--- src/rtl/flash_seq_pkg.sv ---
package flash_seq_pkg;
  parameter int FA_W  = 16;
  parameter int FD_W  = 16;
  parameter int BUS_W = 8;

  localparam logic [1:0] RA_CTRL  = 2'd0;
  localparam logic [1:0] RA_PSC   = 2'd1;
  localparam logic [1:0] RA_DLY   = 2'd2;

  localparam int CB_BUSY = 0;
  localparam int CB_FULL = 1;
  localparam int CB_DERR = 2;
  localparam int CB_IEN  = 3;

  typedef enum logic [1:0] {PH_IDLE, PH_START, PH_OP} phase_t;

  typedef struct packed {
    logic            erase;
    logic [FA_W-1:0] addr;
    logic [FD_W-1:0] data;
  } freq_t;
endpackage

--- src/rtl/fsc_regs.sv ---
module fsc_regs
  import flash_seq_pkg::*;
#(
  parameter int           DIV_W   = 5,
  parameter int           DLY_W   = 8,
  parameter logic [7:0]   DIV_RST = 8'h04,
  parameter logic [7:0]   DLY_RST = 8'h18
) (
  input  logic             clk,
  input  logic             rst_n,
  input  logic             bus_sel,
  input  logic             bus_we,
  input  logic [1:0]       bus_addr,
  input  logic [BUS_W-1:0] bus_wdata,
  output logic [BUS_W-1:0] bus_rdata,
  input  logic             busy,
  input  logic             buf_full,
  input  logic             overrun,
  output logic [DIV_W-1:0] div_q,
  output logic [DLY_W-1:0] dly_q,
  output logic             ien_q,
  output logic             derr_q
);
  logic wr_ctrl, wr_psc, wr_dly;

  assign wr_ctrl = bus_sel & bus_we & (bus_addr == RA_CTRL);
  assign wr_psc  = bus_sel & bus_we & (bus_addr == RA_PSC) & ~busy;
  assign wr_dly  = bus_sel & bus_we & (bus_addr == RA_DLY) & ~busy;

  always_ff @(posedge clk or negedge rst_n) begin
    if (!rst_n) begin
      div_q  <= DIV_RST[DIV_W-1:0];
      dly_q  <= DLY_RST[DLY_W-1:0];
      ien_q  <= 1'b0;
      derr_q <= 1'b0;
    end else begin
      if (wr_psc) div_q <= bus_wdata[DIV_W-1:0];
      if (wr_dly) dly_q <= bus_wdata[DLY_W-1:0];
      if (wr_ctrl) ien_q <= bus_wdata[CB_IEN];
      // set has priority over a same-cycle clear
      if (overrun)
        derr_q <= 1'b1;
      else if (wr_ctrl && bus_wdata[CB_DERR])
        derr_q <= 1'b0;
    end
  end

  logic [BUS_W-1:0] ctrl_rd;
  always_comb begin
    ctrl_rd          = '0;
    ctrl_rd[CB_BUSY] = busy;
    ctrl_rd[CB_FULL] = buf_full;
    ctrl_rd[CB_DERR] = derr_q;
    ctrl_rd[CB_IEN]  = ien_q;
  end

  always_comb begin
    unique case (bus_addr)
      RA_CTRL: bus_rdata = ctrl_rd;
      RA_PSC:  bus_rdata = BUS_W'(div_q);
      RA_DLY:  bus_rdata = BUS_W'(dly_q);
      default: bus_rdata = '0;
    endcase
  end
endmodule

--- src/rtl/fsc_reqbuf.sv ---
module fsc_reqbuf
  import flash_seq_pkg::*;
(
  input  logic  clk,
  input  logic  rst_n,
  input  logic  req_valid,
  output logic  req_ready,
  input  freq_t req_in,
  input  logic  take,
  output logic  full,
  output logic  overrun,
  output freq_t head
);
  assign req_ready = ~full;
  assign overrun   = req_valid & full;

  always_ff @(posedge clk or negedge rst_n) begin
    if (!rst_n) begin
      full <= 1'b0;
      head <= '0;
    end else if (req_valid && req_ready) begin
      full <= 1'b1;
      head <= req_in;
    end else if (take) begin
      full <= 1'b0;
    end
  end
endmodule

--- src/rtl/fsc_timer.sv ---
module fsc_timer
  import flash_seq_pkg::*;
#(
  parameter int DIV_W    = 5,
  parameter int DLY_W    = 8,
  parameter int OP_TICKS = 8
) (
  input  logic             clk,
  input  logic             rst_n,
  input  logic             launch,
  input  logic [DIV_W-1:0] div_q,
  input  logic [DLY_W-1:0] dly_q,
  output logic             busy,
  output phase_t           phase
);
  localparam int OP_W  = (OP_TICKS > 1) ? $clog2(OP_TICKS) : 1;
  localparam int CNT_W = (DLY_W > OP_W) ? DLY_W : OP_W;

  logic [DIV_W-1:0] pre_cnt;
  logic [CNT_W-1:0] cnt;
  logic             tick;

  assign busy = (phase != PH_IDLE);
  assign tick = busy && (pre_cnt == div_q);

  always_ff @(posedge clk or negedge rst_n) begin
    if (!rst_n) begin
      phase   <= PH_IDLE;
      pre_cnt <= '0;
      cnt     <= '0;
    end else if (launch) begin
      phase   <= PH_START;
      pre_cnt <= '0;
      cnt     <= CNT_W'(dly_q);
    end else if (busy) begin
      pre_cnt <= tick ? '0 : pre_cnt + DIV_W'(1);
      if (tick) begin
        if (cnt != '0) begin
          cnt <= cnt - CNT_W'(1);
        end else if (phase == PH_START) begin
          phase <= PH_OP;
          cnt   <= CNT_W'(OP_TICKS - 1);
        end else begin
          phase <= PH_IDLE;
        end
      end
    end
  end
endmodule

--- src/rtl/flash_seq_ctrl.sv ---
module flash_seq_ctrl
  import flash_seq_pkg::*;
#(
  parameter int         DIV_W    = 5,
  parameter int         DLY_W    = 8,
  parameter int         OP_TICKS = 8,
  parameter logic [7:0] DIV_RST  = 8'h04,
  parameter logic [7:0] DLY_RST  = 8'h18
) (
  input  logic             clk,
  input  logic             rst_n,
  input  logic             bus_sel,
  input  logic             bus_we,
  input  logic [1:0]       bus_addr,
  input  logic [BUS_W-1:0] bus_wdata,
  output logic [BUS_W-1:0] bus_rdata,
  input  logic             req_valid,
  output logic             req_ready,
  input  logic             req_erase,
  input  logic [FA_W-1:0]  req_addr,
  input  logic [FD_W-1:0]  req_data,
  output logic             cpu_hold,
  output logic             irq,
  output logic             fl_active,
  output logic             fl_run,
  output logic             fl_erase,
  output logic [FA_W-1:0]  fl_addr,
  output logic [FD_W-1:0]  fl_data
);
  logic             busy, buf_full, overrun, launch, ien_q, derr_q;
  logic [DIV_W-1:0] div_q;
  logic [DLY_W-1:0] dly_q;
  phase_t           phase;
  freq_t            req_in, head, act_q;

  assign req_in = '{erase: req_erase, addr: req_addr, data: req_data};
  assign launch = ~busy & buf_full;

  fsc_reqbuf u_buf (
    .clk(clk), .rst_n(rst_n), .req_valid(req_valid), .req_ready(req_ready),
    .req_in(req_in), .take(launch), .full(buf_full), .overrun(overrun),
    .head(head)
  );

  fsc_regs #(.DIV_W(DIV_W), .DLY_W(DLY_W), .DIV_RST(DIV_RST), .DLY_RST(DLY_RST)) u_regs (
    .clk(clk), .rst_n(rst_n), .bus_sel(bus_sel), .bus_we(bus_we),
    .bus_addr(bus_addr), .bus_wdata(bus_wdata), .bus_rdata(bus_rdata),
    .busy(busy), .buf_full(buf_full), .overrun(overrun),
    .div_q(div_q), .dly_q(dly_q), .ien_q(ien_q), .derr_q(derr_q)
  );

  fsc_timer #(.DIV_W(DIV_W), .DLY_W(DLY_W), .OP_TICKS(OP_TICKS)) u_tmr (
    .clk(clk), .rst_n(rst_n), .launch(launch), .div_q(div_q), .dly_q(dly_q),
    .busy(busy), .phase(phase)
  );

  // active slot: captured from the buffer on launch
  always_ff @(posedge clk or negedge rst_n) begin
    if (!rst_n)      act_q <= '0;
    else if (launch) act_q <= head;
  end

  assign cpu_hold  = req_valid & busy;
  assign irq       = ien_q & ~buf_full;
  assign fl_active = busy;
  assign fl_run    = (phase == PH_OP);
  assign fl_erase  = act_q.erase;
  assign fl_addr   = act_q.addr;
  assign fl_data   = act_q.data;
endmodule

--- config.mk ---
export PLATFORM = sky130hd
export DESIGN_NAME = flash_seq_ctrl
export DESIGN_NICKNAME = d
export VERILOG_FILES = /design/src/rtl/flash_seq_pkg.sv /design/src/rtl/fsc_regs.sv /design/src/rtl/fsc_reqbuf.sv /design/src/rtl/fsc_timer.sv /design/src/rtl/flash_seq_ctrl.sv
export SDC_FILE = /design/constraint.sdc
export NUM_CORES = 1
export LEC_CHECK = 0
export BUFFER_PORTS_ARGS = -buffer_cell sky130_fd_sc_hd__buf_2
export CORE_ASPECT_RATIO = 0.6
export CORE_MARGIN = 2
export CORE_UTILIZATION = 54
export DETAILED_ROUTE_END_ITERATION = 16
export PLACE_DENSITY = 0.9
export SLEW_MARGIN = 30
export SYNTH_ARGS = -nofsm -noshare
export SYNTH_HDL_FRONTEND = slang
export SYNTH_SLANG_ARGS = --single-unit
--- constraint.sdc ---
create_clock -name clk -period 2.4 [get_ports clk]
set_clock_uncertainty 0.1 [all_clocks]
set_input_delay 0.36 -clock clk [delete_from_list [all_inputs] [get_ports clk]]
set_output_delay 0.36 -clock clk [all_outputs]
set_load 0.005 [all_outputs]
# After elaboration in Yosys (flattened, before gate mapping)

Index checks and enable logic that the tools add are counted.

Flip-flop bits (word level): 97
Output and inout port bits: 46
Logic and storage cells: 65

Add/sub/neg operators: 2
Eq/ne operators: 6
Mux-type cells: 18
Bitwise gates (word level): 12
Reduce and logical (&&, ||, !) cells: 13

Operators by type and width:

| operator                                         | number |
|---|---|
| 2-to-1 mux 8 bit                                 | 5 |
| one-hot mux 8 bit (3 select lines)               | 1 |
| 2-to-1 mux 5 bit                                 | 3 |
| AND 1 bit                                        | 10 |
| 2-to-1 mux 2 bit                                 | 5 |
| nonzero test 2 bit                               | 5 |
| nonzero test 8 bit                               | 1 |
| subtractor 8 x 1 -> 8 bit, second input constant | 1 |
| AND reduction 3 bit                              | 2 |
| adder 5 x 1 -> 5 bit, second input constant      | 1 |
| == test 5 bit                                    | 1 |
| == test 2 x 1 -> 1 bit, second input constant    | 2 |
| == test 2 bit, second input constant             | 2 |
| 2-to-1 mux 1 bit                                 | 4 |
| logical AND 1 bit                                | 3 |
| nonzero test 3 bit                               | 1 |
| logical NOT 2 bit                                | 1 |
| != test 2 bit, second input constant             | 1 |
| inverter 1 bit                                   | 2 |

# Depth between registers and ports, before layout

Depth in word-level cells: 6
Depth in mapped cells: 8
Gate-level depth less buffers: 7

# Hierarchy

Synthesis repeated with hierarchy kept, for this count alone.

Cell total of the unflattened synthesis: 316
Area total of the unflattened synthesis: 4,594.4 µm²

By module, submodules not included:

| module         | times used | cells an instance | area an instance (µm²) | seq. area each (µm²) |
|---|---|---|---|---|
| fsc_reqbuf     | 1          | 75                | 1,430.1                | 850.8 |
| flash_seq_ctrl | 1          | 74                | 1,412.6                | 825.8 |
| fsc_timer      | 1          | 113               | 1,021.0                | 375.4 |
| fsc_regs       | 1          | 54                | 730.7                  | 379.1 |

# Worst setup path before layout

No wires, ideal clock.

Path kind: register to register
From: register u_tmr.cnt[0]
To: register u_tmr.cnt[3]
Library setup time: 0.124 ns
Data arrival time: 1.639 ns
Path slack: 0.537 ns
Cell stages (with the launch flop): 9
Path buffers: 1
Period minus slack after synthesis: 1.863 ns
Cells stage by stage: dfrtp_1 -> inv_1 -> ha_1 -> nor4b_4 -> nand4_1 -> nand4_1 -> buf_4 -> nor2_1 -> a211o_1

Longest elaborated chain between the ends: 5
Elaborated cells on any way between the ends: 8
Classes of those cells: add/sub (1); mux (4); reduce/logical (3)

Ends and longest elaborated chain:

| what                                                                   | RTL line                         | text |
|---|---|---|
| start, declared                                                        | fsc_timer.sv:20                  | `logic [CNT_W-1:0] cnt;` |
| start signal, assigned                                                 | fsc_timer.sv:34                  | `cnt <= CNT_W'(dly_q);` |
| start signal, assigned                                                 | fsc_timer.sv:39                  | `cnt <= cnt - CNT_W'(1);` |
| start signal, assigned                                                 | fsc_timer.sv:42                  | `cnt <= CNT_W'(OP_TICKS - 1);` |
| subtractor 8 x 1 -> 8 bit / nonzero test 8 bit (equally long branches) | fsc_timer.sv:39, fsc_timer.sv:38 |  |
| 2-to-1 mux 8 bit                                                       | fsc_timer.sv:38                  | `if (cnt != '0) begin` |
| 2-to-1 mux 8 bit                                                       | fsc_timer.sv:37                  | `if (tick) begin` |
| 2-to-1 mux 8 bit                                                       | fsc_timer.sv:35                  | `end else if (busy) begin` |
| 2-to-1 mux 8 bit                                                       | fsc_timer.sv:31                  | `end else if (launch) begin` |

Several ways; a longest one is shown, not always the timed one. The select of a mux whose other input is x is not followed.
A chain may end at the register's enable or synchronous reset.

# Final worst setup path

From: register u_tmr.cnt[0]
To: register u_tmr.cnt[1]

Same word-level chain as after synthesis.

==> metrics.md <==
| Metric | Value |
|---|---|
| Via count | around 3200 |
| Distinct cells, synth | 39 |
| Worst Path Buf+Inv | 2 |
| Total power draw | 0.00634 W |
| CP Launch Type | register |
| Slew of the pin with the lowest slew margin | between 500 and 600 ps |
| Max_slew headroom | a little under two thirds |
| Simple-gate share of the synthesized area | 18.0% |
| Initial antenna violation count | 0 |
| Final Setup Violations | 0 |
| Fraction of the mapped netlist area in adder cells | less than 1% |
| Status | finished clean |
| Router iterations before antenna repair | 4 |
| Min-delay worst type | primary input to register |
| Crit path max fanout | 9 |
| # resized after CTS | 0 |
| Clk sink count | slightly below 100 |
| Worst r2r dst | u_tmr.cnt[1] |
| RSZ-0062 raised after global routing | no |
| Setup TNS | 0 ps |
| NumNets Final | 526 |
| Placed Instances | 568 |
| Final core occ | 68.6% |
| Max Clk Rate | 448 MHz |
| TritonCTS clock tree | built |
| Synth Instances | about 380 |
| Initial Util | 56.3% |
| Dpl hpwl | 6860 um |
| Crit path from | u_tmr.cnt[0] |
| Die height | 71.7 um |
| Post-synth ARST share | 100% |
| Area growth syn-to-layout | 21.9% |
| Row cnt | 24 |
| Worst VDD drop | around 0.62 mV |
| Hold-fix buffers, CTS | 1 |
| Critical Path AT | between 2000 and 2500 ps |
| Final Hold Viols | 0 |
| Drt drc | 0 |
| Reg2reg path depth | 8 |
| Core Box Area | approximately 7300 um^2 |
| Critical hold path startpoint | req_data[0] |
| Area share of the largest cell type after synthesis | a little under three fifths |
| Synth warnings | 0 |
| Most used cell, CP | nand4_1 |
| Worst Hold Path EP | u_buf.head[0] |
| H-tree Lvls | 3 |
| Synth top area cells | dfrtp_1 (57%), mux2_2 (13%), nand2_1 (10%) |
| Input/output buffers | between 90 and 100 |
| Slew Viols, Final | 0 |
| Drt first-iter violations | approximately 170 |
| Minimum clock period | between 2000 and 2500 ps |
| IO Count | 94 |
| GRT overflow | 0 |
| Register area share after synthesis | slightly below 60% |
| Critical Path Max Stage Delay | around 410 ps |
| GRT Total Usage | 25.2% |
| Cell area power density | 1260 nW/um^2 |
| Total Wirelength | roughly 9500 um |
| Yosys reg bits | just under 100 |
| CP endpoint kind | register |
| CTS clk-pin slew, worst paths | ~70 ps |
| Drt wl/cell | ~16 um |
| Largest delay share family, worst path | simple AND/OR/NAND/NOR gates |
| Clk buf depth | 2 |
| Routability Congestion | between 0.9 and 1 |
| Final cell count without fillers | between 500 and 600 |
| Setup Fix Bufs, Post-CTS | 0 |
| Number of synthesized flops with an enable pin | 0 |
| Period Utilization, post-route | between 90 and 100% |
| XOR/XNOR Fraction of Synth Area | roughly 1.3% |
| Vias in the first global route | between 3000 and 4000 |
| Die area | roughly 8400 um^2 |
| Via density | about 5.4 |
| Largest family of logic cells by synthesized area | simple AND/OR/NAND/NOR gates |
| Critical path required time | 2530 ps |
| Mapped cell area | between 4000 and 5000 um^2 |
| Share of cells above drive strength 1 | between 30% and 40% |
| Mux share of post-synthesis cell area | approximately 14% |
| First-pass GRT wire length | roughly 16000 um |
| Synth Area in Compound Gates | ~4.6% |
| Ant diodes | 0 |
| Leakage power | roughly 2.6 nW |
| Min Hold Slack | 149 ps |
| Cell taking the most area after synthesis | dfrtp_1 |
| Die width | between 100 and 150 um |
| CTS Root Cell | clkbuf_16 |
| Antenna-violating nets left | 0 |
| Max-Cap Viols | 0 |
| Avg Cell Area, Syn | about 11 um^2 |
| Origin of the critical flop-to-flop path | u_tmr.cnt[0] |
| Clk Latency, worst-skew pair | approximately 340 ps |
| Critical-path cell list | inv_1 -> ha_1 -> nor4b_4 -> nand4_1 -> nand4_1 -> buf_4 -> nor2_1 -> a211o_1 |
| TritonCTS buffer count | 9 |
| Slowest-stage cell, CP | dfrtp_1 |
| Crit path kind | register to register |
| Net Count, Synth | ~430 |
| Hold path cells | 2 |
| Post-synth top flop | dfrtp_1 |
| Most frequent cells after synthesis | nand2_1 (114), dfrtp_1 (94), mux2_2 (48), nor2_1 (16), o21ai_0 (11) |
| Largest net degree at the start of global routing | around 50 |
| Most common cell in the netlist | nand2_1 |
| R2r setup slk | 170 ps |
-- worst max path at each step --
stage	endpoint	slack [ps]	depth (start not counted)
final	u_tmr.cnt[1]	170	8
after floorplan	u_tmr.cnt[3]	540	8
after detailed placement	u_tmr.cnt[1]	250	8
after global placement	u_tmr.cnt[1]	380	8
after global routing	u_tmr.cnt[1]	20	8
after CTS	cpu_hold	200	4
-- report_power, final --
part	switching, W	internal, W	total (W)
Combinational	0.00106	0.00104	0.00210
Sequential	0.000545	0.00240	0.00295
Clock	0.000590	0.000697	0.00129
Total	0.00220	0.00414	0.00634
-- registers in the layout (all words and copies together) (netlist names) --
| register | count |
|---|---|
| u_buf.head | 33 |
| fl_addr | 16 |
| fl_data | 16 |
| u_regs.dly_q | 8 |
| u_tmr.cnt | 8 |
| u_regs.div_q | 5 |
| u_tmr.pre_cnt | 5 |
| u_tmr.phase | 2 |
| fl_erase | 1 |
| u_buf.full | 1 |
| u_regs.derr_q | 1 |
| u_regs.ien_q | 1 |
-- layer usage --
metal  GRT usage, %  part of all wire [%]  up-vias
li1               -                     -     1461
met1           34.0                    43     1575
met2           39.1                    48      117
met3           10.7                   8.2        7
met4           4.58                  0.76        0
met5              0                     0        -
-- cell usage in the layout (no fill, tap or decap), drive strengths merged, types with 2 or more instances in the layout --
cell type,Yosys,final
a31oi,4,4
xor2,6,6
nor3,6,6
nand4,4,4
dfrtp,94,94
o21ai,11,11
buf,8,103
nor2b,6,6
mux2i,4,4
nor4b,2,2
inv,8,9
and2,4,4
dfstp,3,3
nand3,5,5
clkinv,0,5
nor2,16,16
a22o,2,2
nand2,115,115
and3,2,2
a211o,3,3
clkbuf,7,10
nand3b,2,2
ha,2,2
or4,3,3
mux2,48,48
a21oi,2,2
-- final cells by class --
type	count	area (um^2)
flip-flops and latches	97	2430
fillers	583	2300
multi-input cells	256	1610
repair buffers	104	566
clock buffers	10	229
well taps	104	130
clock inverters	6	33.8
inverters	8	30.0
-- cell families (layout without fill, tap and decap cells) --
| family | after synthesis | count (layout) |
|---|---|---|
| AOI/OAI and AO/OA | 29 | 29 |
| xor gates and xnor gates | 6 | 6 |
| adders and majority gates | 2 | 2 |
| buffers and inverters | 23 | 128 |
| DFF | 97 | 97 |
| muxes | 52 | 52 |
| and+or+nand+nor | 167 | 167 |
-- through the flow --
stage	setup WS [ps]	area, um^2
CTS	202	5030
detailed placement	250	4750
global route	20.2	5030
global placement	378	4750
floorplan	537	4120
finish	169	5030
Note: power is estimated with default switching activity, not from simulation.
